===== config.mk =====
export PLATFORM = sky130hd
export DESIGN_NAME = fmsc_unit
export DESIGN_NICKNAME = d
export VERILOG_FILES = /design/src/rtl/fmsc_pkg.sv /design/src/rtl/fmsc_funnel.sv /design/src/rtl/fmsc_masksel.sv /design/src/rtl/fmsc_signcount.sv /design/src/rtl/fmsc_unit.sv
export SDC_FILE = /design/constraint.sdc
export NUM_CORES = 2
export LEC_CHECK = 0
export BUFFER_PORTS_ARGS = -buffer_cell sky130_fd_sc_hd__buf_4
export CAP_MARGIN = 0
export CORE_UTILIZATION = 61
export DETAILED_ROUTE_END_ITERATION = 8
export PLACE_DENSITY = 0.82
export SETUP_SLACK_MARGIN = 0.15
export SLEW_MARGIN = 10
export SYNTH_ARGS = -nofsm -noshare
export SYNTH_HDL_FRONTEND = slang
export SYNTH_SLANG_ARGS = --single-unit

===== constraint.sdc =====
create_clock -name clk -period 49.1 [get_ports clk]
set_input_delay 12.275 -clock clk [delete_from_list [all_inputs] [get_ports clk]]
set_output_delay 12.275 -clock clk [all_outputs]
set_load 0.02 [all_outputs]

===== src/rtl/fmsc_pkg.sv =====
package fmsc_pkg;
  typedef enum logic [2:0] {
    OP_FSL   = 3'd0,
    OP_FSR   = 3'd1,
    OP_MSEL  = 3'd2,
    OP_MSELN = 3'd3,
    OP_BLEND = 3'd4,
    OP_SGN_F = 3'd5,
    OP_SGN_H = 3'd6,
    OP_BAD   = 3'd7
  } op_e;
endpackage


===== src/rtl/fmsc_funnel.sv =====
module fmsc_funnel #(
  parameter int W        = 64,
  parameter bit SHIFT_LT = 1'b1,
  localparam int SHW     = $clog2(W)
) (
  input  logic [W-1:0]   lo_word,
  input  logic [W-1:0]   hi_word,
  input  logic [SHW-1:0] amt,
  output logic [W-1:0]   y
);
  logic [2*W-1:0] pair;

  generate
    if (SHIFT_LT) begin : g_left
      // hi_word above lo_word, keep the upper half after shifting left
      assign pair = {hi_word, lo_word} << amt;
      assign y    = pair[2*W-1:W];
    end else begin : g_right
      // hi_word above lo_word, keep the lower half after shifting right
      assign pair = {hi_word, lo_word} >> amt;
      assign y    = pair[W-1:0];
    end
  endgenerate
endmodule


===== src/rtl/fmsc_masksel.sv =====
module fmsc_masksel #(
  parameter int W = 64
) (
  input  logic [W-1:0] a,
  input  logic [W-1:0] b,
  input  logic [W-1:0] d,
  output logic [W-1:0] y_sel,
  output logic [W-1:0] y_seln,
  output logic [W-1:0] y_blend
);
  assign y_sel   = (b & a) | (~b & d);
  assign y_seln  = (b & d) | (~b & a);
  assign y_blend = (d & b) | (~d & a);
endmodule


===== src/rtl/fmsc_signcount.sv =====
module fmsc_signcount #(
  parameter int W  = 64,
  localparam int CW = $clog2(W)
) (
  input  logic [W-1:0]  v,
  output logic [CW-1:0] cnt
);
  logic run;

  // Scan downward from just below the sign bit; stop at first differing bit.
  always_comb begin
    cnt = '0;
    run = 1'b1;
    for (int i = W - 2; i >= 0; i--) begin
      if (run && (v[i] == v[W-1])) cnt = cnt + CW'(1);
      else                         run = 1'b0;
    end
  end
endmodule


===== src/rtl/fmsc_unit.sv =====
module fmsc_unit #(
  parameter int W    = 64,
  localparam int SHW = $clog2(W),
  localparam int HW  = W / 2
) (
  input  logic         clk,
  input  logic         rst,
  input  logic         in_valid,
  input  logic [2:0]   op,
  input  logic [W-1:0] src_a,
  input  logic [W-1:0] src_b,
  input  logic [W-1:0] dst_in,
  output logic         out_valid,
  output logic [W-1:0] result,
  output logic         bad_op
);
  import fmsc_pkg::*;

  op_e                  op_sel;
  logic [SHW-1:0]       amt;
  logic [W-1:0]         y_fsl, y_fsr, y_sel, y_seln, y_blend, y_next;
  logic [SHW-1:0]       cnt_f;
  logic [$clog2(HW)-1:0] cnt_h;
  logic                 bad_next;

  assign op_sel = op_e'(op);
  assign amt    = src_b[SHW-1:0];

  fmsc_funnel #(.W(W), .SHIFT_LT(1'b1)) u_fsl (
    .lo_word(src_a), .hi_word(dst_in), .amt(amt), .y(y_fsl));

  fmsc_funnel #(.W(W), .SHIFT_LT(1'b0)) u_fsr (
    .lo_word(dst_in), .hi_word(src_a), .amt(amt), .y(y_fsr));

  fmsc_masksel #(.W(W)) u_mask (
    .a(src_a), .b(src_b), .d(dst_in),
    .y_sel(y_sel), .y_seln(y_seln), .y_blend(y_blend));

  fmsc_signcount #(.W(W)) u_cnt_f (.v(src_a), .cnt(cnt_f));
  fmsc_signcount #(.W(HW)) u_cnt_h (.v(src_a[HW-1:0]), .cnt(cnt_h));

  always_comb begin
    bad_next = 1'b0;
    case (op_sel)
      OP_FSL:   y_next = y_fsl;
      OP_FSR:   y_next = y_fsr;
      OP_MSEL:  y_next = y_sel;
      OP_MSELN: y_next = y_seln;
      OP_BLEND: y_next = y_blend;
      OP_SGN_F: y_next = W'(cnt_f);
      OP_SGN_H: y_next = W'(cnt_h);
      default: begin
        y_next   = '0;
        bad_next = 1'b1;
      end
    endcase
  end

  always_ff @(posedge clk) begin
    if (rst) begin
      out_valid <= 1'b0;
      result    <= '0;
      bad_op    <= 1'b0;
    end else begin
      out_valid <= in_valid;
      if (in_valid) begin
        result <= y_next;
        bad_op <= bad_next;
      end
    end
  end


  lat_chk: assert property (@(posedge clk) disable iff (rst)
    ($past(in_valid) && !$past(rst)) |-> out_valid);


  zero_shift_chk: assert property (@(posedge clk) disable iff (rst)
    (in_valid && op == 3'd0 && src_b[SHW-1:0] == '0) |=> result == $past(dst_in));


  full_mask_chk: assert property (@(posedge clk) disable iff (rst)
    (in_valid && op == 3'd2 && src_b == '1) |=> result == $past(src_a));


  half_cap_chk: assert property (@(posedge clk) disable iff (rst)
    (in_valid && op == 3'd6) |=> result < W'(HW));


  bad_zero_chk: assert property (@(posedge clk) disable iff (rst)
    bad_op |-> result == '0);
endmodule


Word-level counts from Yosys, hierarchy flattened
Cells that the tools add are included.

operators by class
  add/subtract/negate cells = 92
  equal/unequal tests = 100
  shifts and indexed selects = 2
  muxes and demuxes = 188
  bitwise gates (word level) = 10
  reductions and logical operators = 94

operators by type and width
  kind                                                             number
  64-bit one-hot mux with 7 select lines                           1
  6-bit by 1-bit adder with 6-bit output, second input constant    62
  6-bit two-way mux                                                62
  64-bit AND                                                       5
  64-bit bitwise OR                                                3
  5-bit by 1-bit adder with 5-bit output, second input constant    30
  5-bit two-way mux                                                30
  64-bit inverter                                                  2
  128-bit by 6-bit << shifter with 128-bit output                  1
  128-bit by 6-bit >> shifter with 64-bit output                   1
  1-bit two-way mux                                                95
  1-bit == test                                                    94
  1-bit logical AND                                                92
  3-bit == test, second input constant                             3
  7-bit OR reduction                                               1
  3-bit by 2-bit == test with 1-bit output, second input constant  2
  3-bit by 1-bit == test with 1-bit output, second input constant  1
  3-bit logical NOT                                                1

word-level totals
  register bits = 66
  bits of input ports = 198
  output and inout port bits = 66

Logic depth before layout (Yosys ltp)
  depth in word-level cells = 127
  gate-level depth with buffers = 173
  depth with buffers taken out = 166

Cells and area by module
Synthesis repeated with hierarchy kept, for this count alone.

second synthesis, totals
  cells, all modules = 4686
  area total of the unflattened synthesis = 37374.6 um^2

by module, submodules not included
  module                     instances  cells an instance  area an instance (um^2)  sequential area each (um^2)
  fmsc_signcount at u_cnt_f  1          1533               9900.7                   0.0
  fmsc_funnel at u_fsl       1          869                8202.9                   0.0
  fmsc_funnel at u_fsr       1          885                8092.8                   0.0
  fmsc_unit                  1          523                4534.3                   1321.3
  fmsc_signcount at u_cnt_h  1          684                4481.8                   0.0
  fmsc_masksel               1          192                2162.1                   0.0

Worst setup path before layout
No wires, ideal clock.

  kind = input-to-reg
  from = input src_a[63]
  to = register result[4]
  setup time = 0.095 ns
  data arrival time = 37.896 ns
  slack = 11.109 ns
  stages on the path = 166
  buffers on the path = 8
  cells stage by stage = buf_6 buf_2 buf_2 buf_2 buf_2 buf_2 nand2_1 a21oi_1 nand2b_1 ha_1 a21oi_1 nor2_1 ha_1 nand3_1 nand2_1 ha_1 mux2_2 o32ai_1 [... 130 more ...] nor2_1 a21oi_1 ha_1 a32oi_1 nand2b_1 ha_1 nor2_1 nor2_1 ha_1 nand2_1 nor2_1 a22o_1 mux2i_1 nor2_1 xnor2_1 xnor2_1 nand3_1 a221oi_1

between the ends
  word-level cells in the longest chain between the ends = 127

RTL lines
  what                                                                         RTL line              source
  from (decl)                                                                  fmsc_unit.sv:10       input logic [W-1:0] src_a,
  1-bit == test                                                                fmsc_signcount.sv:15  if (run && (v[i] == v[W-1])) cnt = cnt + CW'(1);
  1-bit two-way mux                                                            fmsc_signcount.sv:15
  6-bit by 1-bit adder with 6-bit output or 1-bit logical AND (tied branches)  fmsc_signcount.sv:15
  6-bit two-way mux or 1-bit two-way mux (tied branches)                       fmsc_signcount.sv:15
  6-bit by 1-bit adder with 6-bit output or 1-bit logical AND (tied branches)  fmsc_signcount.sv:15
  6-bit two-way mux or 1-bit two-way mux (tied branches)                       fmsc_signcount.sv:15
  6-bit by 1-bit adder with 6-bit output or 1-bit logical AND (tied branches)  fmsc_signcount.sv:15
  6-bit two-way mux or 1-bit two-way mux (tied branches)                       fmsc_signcount.sv:15
  [... 111 more ...]                                                           -
  6-bit two-way mux or 1-bit two-way mux (tied branches)                       fmsc_signcount.sv:15
  6-bit by 1-bit adder with 6-bit output or 1-bit logical AND (tied branches)  fmsc_signcount.sv:15
  6-bit two-way mux or 1-bit two-way mux (tied branches)                       fmsc_signcount.sv:15
  6-bit by 1-bit adder with 6-bit output or 1-bit logical AND (tied branches)  fmsc_signcount.sv:15
  6-bit two-way mux or 1-bit two-way mux (tied branches)                       fmsc_signcount.sv:15
  6-bit by 1-bit adder with 6-bit output or 1-bit logical AND (tied branches)  fmsc_signcount.sv:15
  6-bit two-way mux                                                            fmsc_signcount.sv:15
  64-bit one-hot mux with 7 select lines *                                     fmsc_unit.sv:44       case (op_sel)
  to (signal assigned)                                                         fmsc_unit.sv:67       result <= y_next;
  to (decl)                                                                    fmsc_unit.sv:14       output logic [W-1:0] result,

Every way passes the cells marked *; elsewhere a longest branch is shown, timed or not.
A chain may end at the register's enable or synchronous reset.

Worst setup path in the final report
Same ends and word-level chain as after synthesis.

==> summary.txt <==
Pwr
  • Pwr Total: 0.502 mW
  • Sw frac: 0.538
  • Sw Pwr: 0.270 mW
  • Clock share of power: 0.131
  • Pwr dens: 14.7 mW/mm²
  • Pleak: 14.3 nW
  • Sequential share of power: 0.117
  • Max VDD drop: 0.0172 mV
  • Pint: 0.232 mW
  • Combinational share of power: 0.752

Setup path
  • Cell repeated most along the worst path: ha_1
  • CP Capture Type: register
  • CP bufs+invs: 9
  • Crit-path max FO: 75
  • WS Path Type: input pin to register
  • Worst path arrival time: 41.21 ns
  • CP required: 49.33 ns
  • Critical path startpoint category: input pin
  • Max stage delay cell, worst path: buf_6
  • Top Family by Delay on Critical Path: compound AO/OA/AOI/OAI gates
  • CP peak stage delay: 0.43 ns

STA
  • Pins over their slew limit: 0
  • Final hold vios: 0
  • RSZ-0062 raised after global routing: no
  • Final setup violation count: 0
  • Worst rel slew slack: 0.0324
  • Post-route minimum period: 40.97 ns
  • Fmax: 24.4 MHz
  • Final TNS setup: 0 ns
  • Worst Clk Skew: 0 ns
  • Final period util: 0.835
  • Worst Tran Pin Value: 1.44 ns

Clock network
  • Postcts setup bufs: 0
  • Clock Tree Buf Depth: 2
  • Worst-Skew Late Latency: 0.33 ns
  • CTS HTree Levels: 3
  • Clock root buffer: clkbuf_16
  • CTS tree: done
  • CTS Buf Count: 9
  • # clock sinks: 66
  • Reg clk slew, reported paths: 0.05 ns
  • Cts hold-fix bufs: 0
  • Post-CTS Resized: 0

Floorplan
  • Placement Rows: 83
  • Die Y: 232 µm
  • Horiz. Die Dim: 232 µm
  • I/O Pins: 264
  • Die ar.: 0.0538 mm²
  • Core box area: 0.0518 mm²
  • Initial Util: 0.622

Detailed routing
  • Wire length per cell: 25.4 µm
  • DR pass1 iterations: 6
  • Initial DRC Count: 5463
  • Via count: 37700
  • Vias/cell: 6.97
  • Post-route DRC: 0
  • WL final: 137 mm
  • Post-DRT Antenna Nets: 0

Run status
  • Outcome: completed

Global routing
  • Global Route Usage Sum: 0.486
  • Grt total ovfl: 0
  • Pin count of the biggest net entering global routing: 194
  • Vias in the first global route: 32700
  • Initial antenna violation count: 2
  • Global-route wire length before repair: 201 mm

Logic synthesis
  • Synth Area per Inst: 6.70 µm²
  • YS warnings: 0
  • Netlist cell types: 98
  • Mapped Area: 0.0322 mm²
  • Syn nets: 5101
  • Synth Instances: 4814
  • Seq/Total Area, Yosys: 0.0410
  • Number of synthesized flops with an enable pin: 0
  • Post-synthesis async set-or-reset flop share: 0
  • Top_reg_cell synth: dfxtp_1
  • Flops & latches, synth: 66

Layout
  • Nets@finish: 5009
  • Commonest non-fill, non-tap cell in the layout: nor2_1
  • Layout cell share with drive strength beyond 1: 0.113
  • Most frequent cells in the layout: 853 x nor2_1, 609 x mux2i_1, 458 x o21ai_0, 454 x nand2_1, 303 x a21oi_1
  • Non-Filler Instances: 5409
  • Layout area overhead: 6.02%

Placed design
  • Placed cell count: 5391
  • I/O Buffers: 263
  • Gpl congestion: 1.14
  • DP HPWL: 106 mm

Run
  • Max Cap Viol: 0

Worst hold path
  • Hold Path Class: register to register
## worst min-delay path, cell delays in order (launching register included)
cell	delay [ns]
dfxtp_1	0.31
nand2_1	0.06
a21oi_1	0.05
## cell families after synthesis
| kind of cell | Yosys count | share of synthesized area |
|---|---|---|
| buf+inv | 481 | 0.0571 |
| xor+xnor | 272 | 0.0886 |
| flops | 66 | 0.0410 |
| compound gates | 1255 | 0.233 |
| fa+ha+maj | 93 | 0.0358 |
| simple gates | 1883 | 0.262 |
| mux | 764 | 0.283 |
## power by group through the flow
stage          Combinational (mW)  Sequential, mW  Clock (mW)
4_1_cts                     0.358          0.0588      0.0660
2_1_floorplan               0.236          0.0636           0
3_5_place_dp                0.356          0.0598           0
3_3_place_gp                0.353          0.0598           0
5_1_grt                     0.394          0.0591      0.0695
6_report                    0.378          0.0588      0.0659
## area by class of cell
type / instances / area (µm²)
Tap cell: 680 / 851
Clock buffer: 14 / 264
Timing Repair Buffer: 292 / 2250
Inverter: 86 / 338
Sequential cell: 66 / 1320
Fill cell: 4838 / 17600
Multi-Input combinational cell: 4267 / 29100
Clock inverter: 2 / 35.0
Antenna cell: 2 / 5.00
## path summary, 6_finish.rpt
path                                 start          to  slack [ns]  depth (start not counted)
worst min register to register  result[31]  result[31]        0.46                          2
worst min-delay path            result[31]  result[31]        0.46                          2
worst max-delay path             src_a[63]   result[4]        8.13                        159
worst max register to register   result[4]   result[4]       47.95                          4
## state kept, by name (all words and copies together), names as in the netlist
signal and cells:
out_valid 1, result 64, bad_op 1
## per-stage QoR
stage               area [µm²]  worst slack [ns]  utilization  hold WS [ns]
finish                   34200              8.13        0.660         0.464
global route             34200              5.29        0.660         0.487
CTS                      34200              8.55        0.660         0.464
detailed placement       33900              8.28        0.654         0.456
global placement         33900              9.29        0.654         0.446
floorplan                32200             11.11            -         0.535
## layer usage
metal  up-vias  global-route usage  part of all wire  wire, µm
met3       404               0.127              0.13     18000
met1     17400               0.621              0.38     51800
met2      2693               0.730              0.42     57600
met4         0               0.294             0.073     10100
li1      17200                   -                 -         -
met5         -                   0                 0         0
## synth_stat cells (9+ instances only)
| cell type | count | area share |
|---|---|---|
| nor3b_1 | 18 | 0.0042 |
| buf_2 | 14 | 0.0022 |
| nor4b_1 | 9 | 0.0024 |
| mux4_2 | 113 | 0.079 |
| a31oi_1 | 25 | 0.0048 |
| a21boi_0 | 16 | 0.0037 |
| clkbuf_1 | 301 | 0.035 |
| xnor3_1 | 14 | 0.0098 |
| or2_2 | 22 | 0.0043 |
| o21ai_0 | 458 | 0.071 |
| nor3_1 | 86 | 0.013 |
| o211ai_1 | 26 | 0.0061 |
| nor2b_1 | 30 | 0.0058 |
| nand3b_1 | 10 | 0.0023 |
| a21o_1 | 24 | 0.0056 |
| nor4_1 | 19 | 0.0037 |
| nor2_1 | 853 | 0.099 |
| o31ai_1 | 55 | 0.013 |
| a21oi_1 | 303 | 0.047 |
| and3_1 | 34 | 0.0066 |
| nand4_1 | 20 | 0.0039 |
| xnor2_1 | 152 | 0.041 |
| dfxtp_1 | 66 | 0.041 |
| buf_1 | 76 | 0.0088 |
| or4_1 | 11 | 0.0026 |
| mux2i_1 | 609 | 0.19 |
| and2_1 | 43 | 0.0083 |
| a22oi_1 | 53 | 0.012 |
| a211oi_1 | 55 | 0.013 |
| nand3_1 | 74 | 0.011 |
| ha_1 | 89 | 0.035 |
| o21a_1 | 28 | 0.0065 |
| o22ai_1 | 100 | 0.019 |
| or3_1 | 40 | 0.0078 |
| xor2_1 | 84 | 0.023 |
| nand2_1 | 456 | 0.053 |
| inv_1 | 83 | 0.0097 |
| o21bai_1 | 10 | 0.0023 |
| nand2b_1 | 138 | 0.027 |
| o221ai_1 | 18 | 0.0049 |
| mux2_2 | 40 | 0.014 |
| o22a_1 | 10 | 0.0027 |
(Power assumes the default switching activity.)
